File: src/rtl/sb_pkg.sv
package sb_pkg;

    localparam int LAT_W  = 3;
    localparam int HOLD_W = 3;
    localparam int CLS_W  = 4;
    localparam int NSRC   = 3;

    typedef enum logic [CLS_W-1:0] {
        CLS_ALU   = 4'd0,
        CLS_SHREG = 4'd1,
        CLS_LD1   = 4'd2,
        CLS_LD2   = 4'd3,
        CLS_LDM   = 4'd4,
        CLS_ST    = 4'd5,
        CLS_MULH  = 4'd6,
        CLS_MUL   = 4'd7,
        CLS_MULF  = 4'd8,
        CLS_MULL  = 4'd9,
        CLS_MULLF = 4'd10
    } op_cls_e;

    typedef struct packed {
        logic [LAT_W-1:0]  wait_cyc;
        logic [HOLD_W-1:0] hold_cyc;
        logic              writes;
        logic              fwd_store;
    } cls_info_t;

    function automatic cls_info_t mk_info(input int w, input int h,
                                          input logic wr, input logic fw);
        cls_info_t r;
        r.wait_cyc  = LAT_W'(w);
        r.hold_cyc  = HOLD_W'(h);
        r.writes    = wr;
        r.fwd_store = fw;
        return r;
    endfunction

    function automatic cls_info_t cls_lookup(input logic [CLS_W-1:0] cls);
        cls_info_t r;
        case (cls)
            CLS_SHREG: r = mk_info(1, 1, 1'b1, 1'b0);
            CLS_LD1:   r = mk_info(1, 0, 1'b1, 1'b1);
            CLS_LD2:   r = mk_info(1, 0, 1'b1, 1'b0);
            CLS_LDM:   r = mk_info(2, 2, 1'b1, 1'b0);
            CLS_ST:    r = mk_info(0, 0, 1'b0, 1'b0);
            CLS_MULH:  r = mk_info(1, 0, 1'b1, 1'b0);
            CLS_MUL:   r = mk_info(2, 1, 1'b1, 1'b0);
            CLS_MULF:  r = mk_info(2, 3, 1'b1, 1'b0);
            CLS_MULL:  r = mk_info(3, 2, 1'b1, 1'b0);
            CLS_MULLF: r = mk_info(3, 4, 1'b1, 1'b0);
            default:   r = mk_info(0, 0, 1'b1, 1'b0);
        endcase
        return r;
    endfunction

    function automatic logic is_store(input logic [CLS_W-1:0] cls);
        return cls == CLS_ST;
    endfunction

endpackage

File: src/rtl/sb_reg_slot.sv
module sb_reg_slot
    import sb_pkg::*;
(
    input  logic             clk,
    input  logic             rst,
    input  logic             load,
    input  logic [LAT_W-1:0] load_wait,
    input  logic             load_fwd,
    output logic [LAT_W-1:0] cnt,
    output logic             fwd
);

    always_ff @(posedge clk) begin
        if (rst) begin
            cnt <= '0;
            fwd <= 1'b0;
        end else if (load) begin
            cnt <= load_wait;
            fwd <= load_fwd;
        end else begin
            if (cnt != '0) begin
                cnt <= cnt - LAT_W'(1);
            end
            fwd <= 1'b0;
        end
    end

endmodule

File: src/rtl/sb_hold_ctr.sv
module sb_hold_ctr
    import sb_pkg::*;
(
    input  logic              clk,
    input  logic              rst,
    input  logic              fire,
    input  logic [HOLD_W-1:0] fire_len,
    output logic              busy
);

    logic [HOLD_W-1:0] left_q;

    always_ff @(posedge clk) begin
        if (rst) begin
            left_q <= '0;
        end else if (fire) begin
            left_q <= fire_len;
        end else if (left_q != '0) begin
            left_q <= left_q - HOLD_W'(1);
        end
    end

    assign busy = (left_q != '0);

endmodule

File: src/rtl/sb_operand_check.sv
module sb_operand_check
    import sb_pkg::*;
#(
    parameter int NREGS = 16,
    parameter int AW    = $clog2(NREGS)
) (
    input  logic [LAT_W-1:0]          cnt [NREGS],
    input  logic [NREGS-1:0]          fwd,
    input  logic [NSRC-1:0][AW-1:0]   srcs,
    input  logic [NSRC-1:0]           src_en,
    input  logic                      store_op,
    input  logic                      data_flag,
    output logic                      all_ready
);

    localparam int DATA_SLOT = NSRC - 1;

    logic [NSRC-1:0] slot_ok;
    logic            addr_clash;
    logic            early_ok;

    always_comb begin
        addr_clash = 1'b0;
        for (int k = 0; k < DATA_SLOT; k++) begin
            if (src_en[k] && (srcs[k] == srcs[DATA_SLOT])) begin
                addr_clash = 1'b1;
            end
        end
    end

    assign early_ok = store_op && data_flag && src_en[DATA_SLOT] && !addr_clash
                      && fwd[srcs[DATA_SLOT]]
                      && (cnt[srcs[DATA_SLOT]] == LAT_W'(1));

    generate
        for (genvar k = 0; k < NSRC; k++) begin : g_slot
            if (k == DATA_SLOT) begin : g_data
                assign slot_ok[k] = !src_en[k] || (cnt[srcs[k]] == '0) || early_ok;
            end else begin : g_addr
                assign slot_ok[k] = !src_en[k] || (cnt[srcs[k]] == '0);
            end
        end
    endgenerate

    assign all_ready = &slot_ok;

endmodule

File: src/rtl/issue_scoreboard.sv
module issue_scoreboard
    import sb_pkg::*;
#(
    parameter int NREGS = 16,
    parameter int AW    = $clog2(NREGS)
) (
    input  logic             clk,
    input  logic             rst,
    input  logic             in_valid,
    input  logic [3:0]       in_class,
    input  logic [AW-1:0]    in_dst,
    input  logic             in_dst_en,
    input  logic [AW-1:0]    in_src0,
    input  logic [AW-1:0]    in_src1,
    input  logic [AW-1:0]    in_src2,
    input  logic [2:0]       in_src_en,
    input  logic             in_src2_data,
    output logic             out_issue,
    output logic             out_stall,
    output logic [NREGS-1:0] out_ready
);

    cls_info_t             info;
    logic [LAT_W-1:0]      cnt [NREGS];
    logic [NREGS-1:0]      fwd;
    logic [NSRC-1:0][AW-1:0] srcs;
    logic                  ops_ok;
    logic                  busy;
    logic                  do_write;

    assign info     = cls_lookup(in_class);
    assign srcs     = {in_src2, in_src1, in_src0};
    assign out_issue = in_valid && !busy && ops_ok;
    assign out_stall = in_valid && !out_issue;
    assign do_write  = out_issue && info.writes && in_dst_en;

    sb_operand_check #(
        .NREGS (NREGS),
        .AW    (AW)
    ) u_check (
        .cnt       (cnt),
        .fwd       (fwd),
        .srcs      (srcs),
        .src_en    (in_src_en),
        .store_op  (is_store(in_class)),
        .data_flag (in_src2_data),
        .all_ready (ops_ok)
    );

    sb_hold_ctr u_hold (
        .clk      (clk),
        .rst      (rst),
        .fire     (out_issue),
        .fire_len (info.hold_cyc),
        .busy     (busy)
    );

    generate
        for (genvar i = 0; i < NREGS; i++) begin : g_reg
            sb_reg_slot u_slot (
                .clk       (clk),
                .rst       (rst),
                .load      (do_write && (in_dst == AW'(i))),
                .load_wait (info.wait_cyc),
                .load_fwd  (info.fwd_store),
                .cnt       (cnt[i]),
                .fwd       (fwd[i])
            );
            assign out_ready[i] = (cnt[i] == '0);
        end
    endgenerate

endmodule

File: config.mk
export PLATFORM = sky130hd
export DESIGN_NAME = issue_scoreboard
export DESIGN_NICKNAME = d
export VERILOG_FILES = /design/src/rtl/sb_pkg.sv /design/src/rtl/sb_reg_slot.sv /design/src/rtl/sb_hold_ctr.sv /design/src/rtl/sb_operand_check.sv /design/src/rtl/issue_scoreboard.sv
export SDC_FILE = /design/constraint.sdc
export NUM_CORES = 1
export LEC_CHECK = 0
export ABC_AREA = 0
export ABC_CLOCK_PERIOD_IN_PS = 2950
export BUFFER_PORTS_ARGS = -buffer_cell sky130_fd_sc_hd__buf_2
export CAP_MARGIN = 40
export CORE_MARGIN = 2
export CORE_UTILIZATION = 60
export DETAILED_ROUTE_END_ITERATION = 6
export PLACE_DENSITY = 0.81
export SYNTH_ARGS = -nofsm -noshare
export SYNTH_HDL_FRONTEND = slang
export SYNTH_SLANG_ARGS = --single-unit
File: constraint.sdc
create_clock -name clk -period 2.95 [get_ports clk]
set_input_delay 0.295 -clock clk [delete_from_list [all_inputs] [get_ports clk]]
set_output_delay 0.295 -clock clk [all_outputs]
set_load 0.1 [all_outputs]
## Yosys cells after proc, flatten, opt, wreduce, memory -nomap -nowiden

Memories as Yosys holds them, arrays and structs flattened.
Index checks and enable logic that the tools add are counted.

| cells by class | value |
|---|---|
| bitwise gates (word level) | 19 |
| reductions and logical operators | 109 |
| equality and inequality tests | 19 |
| $add $sub $neg | 17 |
| magnitude comparators | 4 |
| muxes and demuxes | 47 |

Operators by type and width:

| kind | count |
|---|---|
| 3-bit 2-to-1 mux | 40 |
| 3-bit zero test | 19 |
| 3-bit nonzero test | 17 |
| 3-bit by 1-bit subtractor with 3-bit output (second input constant) | 17 |
| 3-bit binary-select mux with 4-bit select | 3 |
| 2-bit nonzero test | 17 |
| 4-bit equality test (second input constant) | 8 |
| 2-bit OR reduction | 16 |
| 1-bit logical AND | 28 |
| 4-bit by 3-bit equality test with 1-bit output (second input constant) | 5 |
| 1-bit NOT | 16 |
| 5-bit >= comparator (second input constant) | 3 |
| 4-bit NOT with 5-bit output | 3 |
| 4-bit by 2-bit equality test with 1-bit output (second input constant) | 2 |
| 4-bit equality test | 2 |
| 1-bit zero test | 6 |
| 4-bit by 5-bit < comparator with 1-bit output (second input constant) | 1 |
| 1-bit binary-select mux with 4-bit select | 1 |
| 4-bit by 1-bit equality test with 1-bit output (second input constant) | 1 |
| 4-bit zero test | 1 |
| 1-bit logical OR | 4 |
| 3-bit by 1-bit equality test with 1-bit output (second input constant) | 1 |
| 1-bit 2-to-1 mux | 3 |
| 3-bit AND reduction | 1 |

| storage, ports and cells | value |
|---|---|
| memories | 1 |
| register bits | 67 |
| output and inout port bits | 18 |
| logic and storage cells | 249 |
| bits of input ports | 28 |
| bits in read-only memories | 112 |

Memories:

| name | words | bits a word | read ports | clocked after memory_dff | write ports | RTL line | source |
|---|---|---|---|---|---|---|---|
| (name not given) | 16 | 7 | 1 | 0 | 0 | sb_pkg.sv:41 | `case (cls)` |

## Longest topological paths before layout

Gate-level depths: netlist (run 1).

| logic depth | value |
|---|---|
| depth after elaboration | 16 |
| gate-level depth with buffers | 11 |
| depth with buffers taken out | 9 |

## By module

Synthesis (run 1) repeated with hierarchy kept, for this count alone.

| unflattened totals | value |
|---|---|
| cell total of the unflattened synthesis | 578 |
| area total of the unflattened synthesis | 5303.8 um^2 |

Modules (own cells, without submodules):

| module | times used | seq. area each (um^2) | area an instance (um^2) | cells an instance |
|---|---|---|---|---|
| sb_reg_slot | 16 | 80.1 | 230.2 | 23 |
| sb_operand_check | 1 | 0.0 | 943.4 | 116 |
| issue_scoreboard | 1 | 0.0 | 474.2 | 73 |
| sb_hold_ctr | 1 | 60.1 | 202.7 | 21 |

## Worst setup path after synthesis (run 1)

Ideal clock, no wire load.

| path | value |
|---|---|
| path type | input port to output port |
| from | input in_src1[0] |
| to | output out_stall |
| data required time | 2.655 ns |
| arrival | 2.728 ns |
| path slack | -0.073 ns |
| buffers on the path | 2 |
| stages | 9 |
| cell sequence | clkbuf_1 inv_1 or4_1 o211ai_1 o31ai_1 o211a_2 nand2_2 buf_6 and2_1 |

| between the ends | value |
|---|---|
| longest elaborated chain between the ends | 12 |
| elaborated cells between the ends (all ways) | 18 |
| classes of those cells | 1 x eq/ne; 4 x mux; 1 x bitwise; 12 x reduce/logical |

RTL lines:

| element | RTL line | source |
|---|---|---|
| from (decl) | issue_scoreboard.sv:14 | `input logic [AW-1:0] in_src1,` |
| parallel branches: the longest is 8 deep, another holds 4-bit NOT with 5-bit output | - |  |
| 3-bit AND reduction * | sb_operand_check.sv:45 | `assign all_ready = &slot_ok;` |
| 1-bit logical AND * | issue_scoreboard.sv:33 | `assign out_issue = in_valid && !busy && ops_ok;` |
| 1-bit zero test * | issue_scoreboard.sv:34 | `assign out_stall = in_valid && !out_issue;` |
| 1-bit logical AND * | issue_scoreboard.sv:34 |  |
| to (decl) | issue_scoreboard.sv:19 | `output logic out_stall,` |

Mark *: on every way between the ends. The select of a mux whose other input is x is not followed.

## Worst setup path after layout (run 1)

| path | value |
|---|---|
| from | register g_reg[4].u_slot.cnt[1] |
| to | output out_stall |

| between the ends | value |
|---|---|
| longest elaborated chain between the ends | 10 |
| elaborated cells between the ends (all ways) | 22 |
| classes of those cells | 1 x eq/ne; 9 x mux; 12 x reduce/logical |

RTL lines:

| element | RTL line | source |
|---|---|---|
| from (decl) | sb_reg_slot.sv:9 | `output logic [LAT_W-1:0] cnt,` |
| from (signal assigned) | sb_reg_slot.sv:18 | `cnt <= load_wait;` |
| from (signal assigned) | sb_reg_slot.sv:22 | `cnt <= cnt - LAT_W'(1);` |
| 3-bit binary-select mux with 4-bit select | sb_operand_check.sv:33, sb_operand_check.sv:38 |  |
| 3-bit 2-to-1 mux (not written as such) (2 in series) | sb_operand_check.sv:33, sb_operand_check.sv:38 |  |
| 3-bit by 1-bit equality test with 1-bit output or 3-bit zero test (tied branches) | sb_operand_check.sv:33, sb_operand_check.sv:38 |  |
| 1-bit logical AND or 1-bit logical OR (tied branches) | sb_operand_check.sv:33, sb_operand_check.sv:38 |  |
| 1-bit logical OR | sb_operand_check.sv:38 | `assign slot_ok[k] = !src_en[k] \|\| (cnt[srcs[k]] == '0) \|\| early_ok;` |
| 3-bit AND reduction * | sb_operand_check.sv:45 |  |
| 1-bit logical AND * | issue_scoreboard.sv:33 |  |
| 1-bit zero test * | issue_scoreboard.sv:34 |  |
| 1-bit logical AND * | issue_scoreboard.sv:34 |  |

Every way passes the cells marked *; elsewhere a longest branch is shown, timed or not. The select of a mux whose other input is x is not followed.

==> reports/metrics.cfg, run 1 <==
[routing]
drt_first_pass_iters = 5
detail_route.vias_per_cell = 6.097
route.detailed.drc = 0
wire_per_inst_microns = 17.94
drt_first_iter_violations = 289
drtAntennaViolNets = 0
drt-total-wl_mm = 12.56
vias = 4268

[layout]
antenna_cells_inserted = 0
n_fill_cell = 615
area.sequential_sq_mm = 0.001350
area_growth_syn_to_layout_pct = 12.49
final_net_count = 660
mostFrequentLayoutCell = sky130_fd_sc_hd__dfxtp_1
layout_common_cells = sky130_fd_sc_hd__dfxtp_1, sky130_fd_sc_hd__buf_2, sky130_fd_sc_hd__inv_1, sky130_fd_sc_hd__nand2b_1
post_route_cells_drive_above_1_share_pct = 18.56
multi_input_area_sq_mm = 0.003216

[sta]
rsz_0062_raised_after_global_routing = true
finalWorstSetupSlack_ps = 13.38
smallest_hold_slack_ps = 324.6
final_critical_path_share_of_the_clock_period_pct = 99.55
max_freq_ghz = 0.3405
final_number_of_setup_violating_endpoints = 0
finalHoldViolCount = 0
timing_worst_slew_pin_value_ps = 891.3
slew_violations = 0
worst_clock_skew_ps = 7.367
period_needed_ps = 2937
timing.max_slew.rel_slack_pct = 40.58

[die]
die-height_microns = 93.72
placementRows = 32
core-area_sq_mm = 0.007767
io_pins = 46
die-width_microns = 93.72
floorplan.die_area_sq_mm = 0.008783
effective_utilization_at_floorplan_pct = 62.18

[placement]
place.gp.congestion = 0.9617
port_buffers = 45
hpwl_mm = 9.135
pre_cts_slack_ps = 113.9

[worst_setup_path]
critPathBufInv = 1
rrSetupSlack_ps = 50
crit_path_top_delay_cell = sky130_fd_sc_hd__or3_4
crit_type = flop to primary output
worstPathCellList = or3_4 -> a221o_1 -> a2111o_1 -> a32oi_2 -> o211a_4 -> nand2_4 -> and2_4 -> buf_12
timing.critical_path.from_type = flop
worstPathArrival_ps = 2640
critical-path-max-stage-delay_ps = 410
cp.required_ps = 2650
cp_max_fo = 4
setup.worst_path.end_class = primary output
critical_path.top_delay_family = compound AO/OA/AOI/OAI gates

[synth]
netlist_instances = 553
synth_enable_flop_cells = 0
leading_area_contributor_after_synthesis = sky130_fd_sc_hd__dfxtp_1
synth_top_area_share_pct = 27.77
yosys_register_bits = 67
ys.warnings.count = 0
synthDistinctLibCells = 58
synth_area_leaders = sky130_fd_sc_hd__dfxtp_1, sky130_fd_sc_hd__ha_1, sky130_fd_sc_hd__mux2i_1
synthFlopType = sky130_fd_sc_hd__dfxtp_1
synth.cell_area_sq_mm = 0.004830
syn-num-nets = 619
synthArstFlopShare_pct = 0
avgSynthCellArea_sq_um = 8.734
yosysSeqAreaShare_pct = 27.77

[grt]
number_of_global_route_vias_before_repair = 4190
grt_first_pass_wirelength_mm = 20.34
gr-max-usage-layer = met2
gr-total-overflow = 0
met3_usage_pct = 6.581
met2_resource_use_gr_pct = 48.75
grt_max_degree = 55
global_route.usage.total_pct = 29.77
grt_antenna_before_repair = 0
use_met1_pct = 37.39

[hold_path]
hp-class = input port to flop

[cts]
cts.path.max_buffers = 2
clk_pin_slew_worst_paths_ps = 70
post_cts_hold_buffer_count = 0
sink_count_of_the_clock_tree = 67
worstSkewPairLatency_ps = 350
cts-htree-levels = 3
cts_root_buffer = sky130_fd_sc_hd__clkbuf_8
cts_buffers = 9
tritoncts = yes

[outcome]
outcome = completed

[power]
cellLeakagePower_uw = 0.002399
power.ir.vdd_worst_uv = 804.6
pwrdens_mw_per_mm2 = 1199

[run]
max_cap_viol_count = 0

## layout make-up
type	count	area share, %
multi-input combinational	416	59.19
sequential	67	24.85
timing repair buffer	58	6.725
inverter	42	2.902
clock buffer	11	2.602
tap	102	2.349
clock inverter	4	1.382
## registers in the layout, summed over array words and instances (netlist names)
| register | cells |
|---|---|
| g.u_slot.cnt | 48 |
| g.u_slot.fwd | 16 |
| u_hold.left_q | 3 |
## stage by stage
step	power, uW	setup TNS, ps	cell area (sq um)	utilization [%]	std cells
floorplan	4787	0	4831	-	553
global placement	5396	0	5149	66.29	679
detailed placement	5529	0	5149	66.29	679
CTS	6442	0	5396	69.47	697
global route	6956	-47.06	5433	69.94	700
finish	6512	0	5433	69.94	700
## cell usage after synthesis, types with 6 or more instances
cell type / number
sky130_fd_sc_hd__a21oi_1: 6
sky130_fd_sc_hd__and3_1: 15
sky130_fd_sc_hd__clkbuf_1: 18
sky130_fd_sc_hd__dfxtp_1: 67
sky130_fd_sc_hd__ha_1: 38
sky130_fd_sc_hd__inv_1: 42
sky130_fd_sc_hd__mux2i_1: 35
sky130_fd_sc_hd__mux4_2: 12
sky130_fd_sc_hd__nand2_1: 29
sky130_fd_sc_hd__nand2b_1: 41
sky130_fd_sc_hd__nand3_1: 9
sky130_fd_sc_hd__nand4_1: 11
sky130_fd_sc_hd__nor2_1: 38
sky130_fd_sc_hd__nor2b_1: 21
sky130_fd_sc_hd__nor3_1: 16
sky130_fd_sc_hd__nor4_1: 24
sky130_fd_sc_hd__o21ai_0: 19
sky130_fd_sc_hd__or2_2: 6
sky130_fd_sc_hd__or4_4: 6
sky130_fd_sc_hd__xnor2_1: 21
sky130_fd_sc_hd__xor2_1: 20
## logic make-up (layout without fill, tap and decap cells)
group	after synthesis	count (layout)	synth area share (%)
mux	47	47	12.85
buf+inv	70	115	5.958
flops	67	67	27.77
xor+xnor	41	41	7.435
compound gates	59	59	9.146
fa+ha+maj	38	38	9.845
simple gates	231	231	27.00
## path summary, 6_finish.rpt
check	from	end	depth (start not counted)
min reg2reg	u_hold.left_q[1]$_SDFFE_PP0P_	u_hold.left_q[1]$_SDFFE_PP0P_	1
max	g_reg[4].u_slot.cnt[1]$_SDFFE_PP0P_	out_stall	8
min	in_dst[1]	g_reg[0].u_slot.fwd$_SDFF_PP0_	2
max reg2reg	g_reg[4].u_slot.cnt[1]$_SDFFE_PP0P_	g_reg[10].u_slot.cnt[1]$_SDFFE_PP0P_	9
## routing by layer
| layer | wire, microns | up-vias |
|---|---|---|
| li1 | - | 2028 |
| met1 | 5280 | 2018 |
| met2 | 5938 | 188 |
| met3 | 916 | 34 |
| met4 | 424 | 0 |
| met5 | 0 | - |
## power breakdown
group          total (uW)  leakage (uW)  internal (uW)  switching, uW
Clock                 854      0.000102            495            359
Combinational        4060       0.00174           1320           2740
Sequential           1600      0.000553           1220            385
Total                6510       0.00240           3030           3480
## what timing repair did
item	in CTS	in global routing
pin swaps	2	10
setup buffers	3	3
resized for setup	2	8
setup endpoints to repair	2	2
hold endpoints to repair	0	0
(Power assumes the default switching activity.)
==> run 2, diff against run 1 <==
Settings changed: CTS_BUF_LIST from default to sky130_fd_sc_hd__clkbuf_4.
==> run 2 against run 1 <==
Effect of this change:
- routed wire length shrank 1.2%
- core utilization shrank 0.92 points
- cell area shrank 1.3%
- sequential cell count is the same
- non-clock buffer count shrank 1
- final cell count is the same
- die area is the same
- largest cell class unchanged
==> reports/metrics.cfg, run 2 (same netlist as run 1, synthesis figures left out) <==
[routing]
drt-total-wl_mm = 12.41
route.detailed.drc = 0
detail_route.vias_per_cell = 6.084
drt_first_iter_violations = 249
drt_first_pass_iters = 5
wire_per_inst_microns = 17.73
drtAntennaViolNets = 0
vias = 4259

[layout]
mostFrequentLayoutCell = sky130_fd_sc_hd__dfxtp_1
layout_common_cells = sky130_fd_sc_hd__dfxtp_1, sky130_fd_sc_hd__buf_2, sky130_fd_sc_hd__inv_1, sky130_fd_sc_hd__nand2b_1
post_route_cells_drive_above_1_share_pct = 17.92
finish.instance_area_sq_mm = 0.005361
largest-register = g.u_slot.cnt
utilization_pct = 69.02
instances_no_fill = 700
area_growth_syn_to_layout_pct = 11.01
largest_reg_flops = 48
top_regs = g.u_slot.cnt x48, g.u_slot.fwd x16, u_hold.left_q x3
final_net_count = 659

[worst_setup_path]
cp_max_fo = 4
timing.critical_path.from_type = flop
cp.required_ps = 2650
crit_type = flop to primary output
worstPathArrival_ps = 2650
setup.worst_path.end_class = primary output

[sta]
period_needed_ps = 2949
setup_tns_ps = 0
worst_clock_skew_ps = 11.36
max_freq_ghz = 0.3391
final_number_of_setup_violating_endpoints = 0
timing_worst_slew_pin_value_ps = 897.9
final_critical_path_share_of_the_clock_period_pct = 99.96
finalHoldViolCount = 0
smallest_hold_slack_ps = 231.7
timing.max_slew.rel_slack_pct = 40.14
rsz_0062_raised_after_global_routing = true
slew_violations = 0

[grt]
number_of_global_route_vias_before_repair = 4168
grt_antenna_before_repair = 1
use_met1_pct = 37.64
grt_first_pass_wirelength_mm = 20.34
gr-total-overflow = 0
gr-max-usage-layer = met2
global_route.usage.total_pct = 29.84
met3_usage_pct = 7.303
grt_max_degree = 55
met2_resource_use_gr_pct = 48.27

[cts]
cts_root_buffer = sky130_fd_sc_hd__clkbuf_4
cts.path.max_buffers = 2
worstSkewPairLatency_ps = 430
cts-htree-levels = 3
tritoncts = yes
cts_buffers = 9
clk_pin_slew_worst_paths_ps = 110
sink_count_of_the_clock_tree = 67

[run]
max_cap_viol_count = 0

[hold_path]
hp-class = input port to flop

[power]
switchingPower_uw = 3449
share_clk_of_total_power_pct = 10.9
switching_part_of_the_total_power_pct = 54.61
sequentialPowerShare_pct = 25.2
internal_power_consumption_uw = 2867
combPwrFrac_pct = 63.9
power.ir.vdd_worst_uv = 793.3
cellLeakagePower_uw = 0.002368
pwrdens_mw_per_mm2 = 1178

[die]
die-height_microns = 93.72
effective_utilization_at_floorplan_pct = 62.18
io_pins = 46
placementRows = 32
die-width_microns = 93.72
floorplan.die_area_sq_mm = 0.008783
core-area_sq_mm = 0.007767

[placement]
port_buffers = 45
placed_area_sq_mm = 0.005149
place.gp.congestion = 0.9617
dp_cells = 679
hpwl_mm = 9.135

[outcome]
outcome = completed

[run 2: cell count changes in the layout (fill, tap and decap cells not counted)]
cell and delta:
sky130_fd_sc_hd__clkbuf_1 -1, sky130_fd_sc_hd__dfxtp_2 -2, sky130_fd_sc_hd__buf_4 -1, sky130_fd_sc_hd__or2_4 +1, sky130_fd_sc_hd__or2_2 -1, sky130_fd_sc_hd__dfxtp_4 -1
sky130_fd_sc_hd__dfxtp_1 +3, sky130_fd_sc_hd__clkbuf_8 -10, sky130_fd_sc_hd__diode_2 +1, sky130_fd_sc_hd__clkbuf_4 +10, sky130_fd_sc_hd__clkinv_1 +1
[run 2: power groups by stage]
| stage | Sequential (uW) | Clock [uW] | Combinational [uW] |
|---|---|---|---|
| after floorplan | 1480 | 0 | 3300 |
| after global placement | 1580 | 0 | 3810 |
| after detailed placement | 1600 | 0 | 3930 |
| after CTS | 1580 | 697 | 4010 |
| after global routing | 1630 | 736 | 4400 |
| final | 1590 | 688 | 4040 |
[run 2: metal layers]
metal,up-vias,share of wire (%)
li1,2033,-
met1,1979,42
met2,205,46
met3,42,8.1
met4,0,3.7
met5,-,0
[run 2: layout make-up]
cell class / count / area, sq um
diodes: 1 / 2.502
clock buffers: 10 / 75.07
clock inverters: 5 / 78.83
fillers: 631 / 2406
inverters: 42 / 157.7
multi-input cells: 416 / 3218
flip-flops and latches: 67 / 1344
well taps: 102 / 127.6
repair buffers: 57 / 357.8
[run 2: worst max-delay path: stages (launching register included)]
cell and delay [ps]:
sky130_fd_sc_hd__dfxtp_2 340, sky130_fd_sc_hd__or3_4 400, sky130_fd_sc_hd__a221o_1 330, sky130_fd_sc_hd__a2111o_1 310, sky130_fd_sc_hd__a32oi_2 240, sky130_fd_sc_hd__o211a_4 220, sky130_fd_sc_hd__nand2_4 70, sky130_fd_sc_hd__and2_4 150
sky130_fd_sc_hd__buf_12 160
[run 2: through the flow]
step | setup slack [ps] | power (uW)
after detailed placement | 113.9 | 5529
after floorplan | 35.08 | 4787
after global routing | -186.1 | 6767
after global placement | 159.3 | 5396
final | 1.048 | 6316
after CTS | 5.597 | 6284
[run 2: worst paths after layout]
kind                            cells after the start                                 from                                   end  slack (ps)
worst max register to register                      9  g_reg[4].u_slot.cnt[2]$_SDFFE_PP0P_  g_reg[15].u_slot.cnt[2]$_SDFFE_PP0P_         100
worst min register to register                      1        u_hold.left_q[1]$_SDFFE_PP0P_         u_hold.left_q[1]$_SDFFE_PP0P_         530
worst min-delay path                                2                            in_dst[1]        g_reg[0].u_slot.fwd$_SDFF_PP0_         230
worst max-delay path                                8  g_reg[4].u_slot.cnt[2]$_SDFFE_PP0P_                             out_stall           1
[run 2: what timing repair did]
item | in CTS | in global routing
buffers inserted | 4 | 1
hold buffers | 0 | 0
pin swaps | 3 | 0
endpoints found under the hold margin | 0 | 0
setup endpoints to repair | 2 | 2
resized for setup | 4 | 3
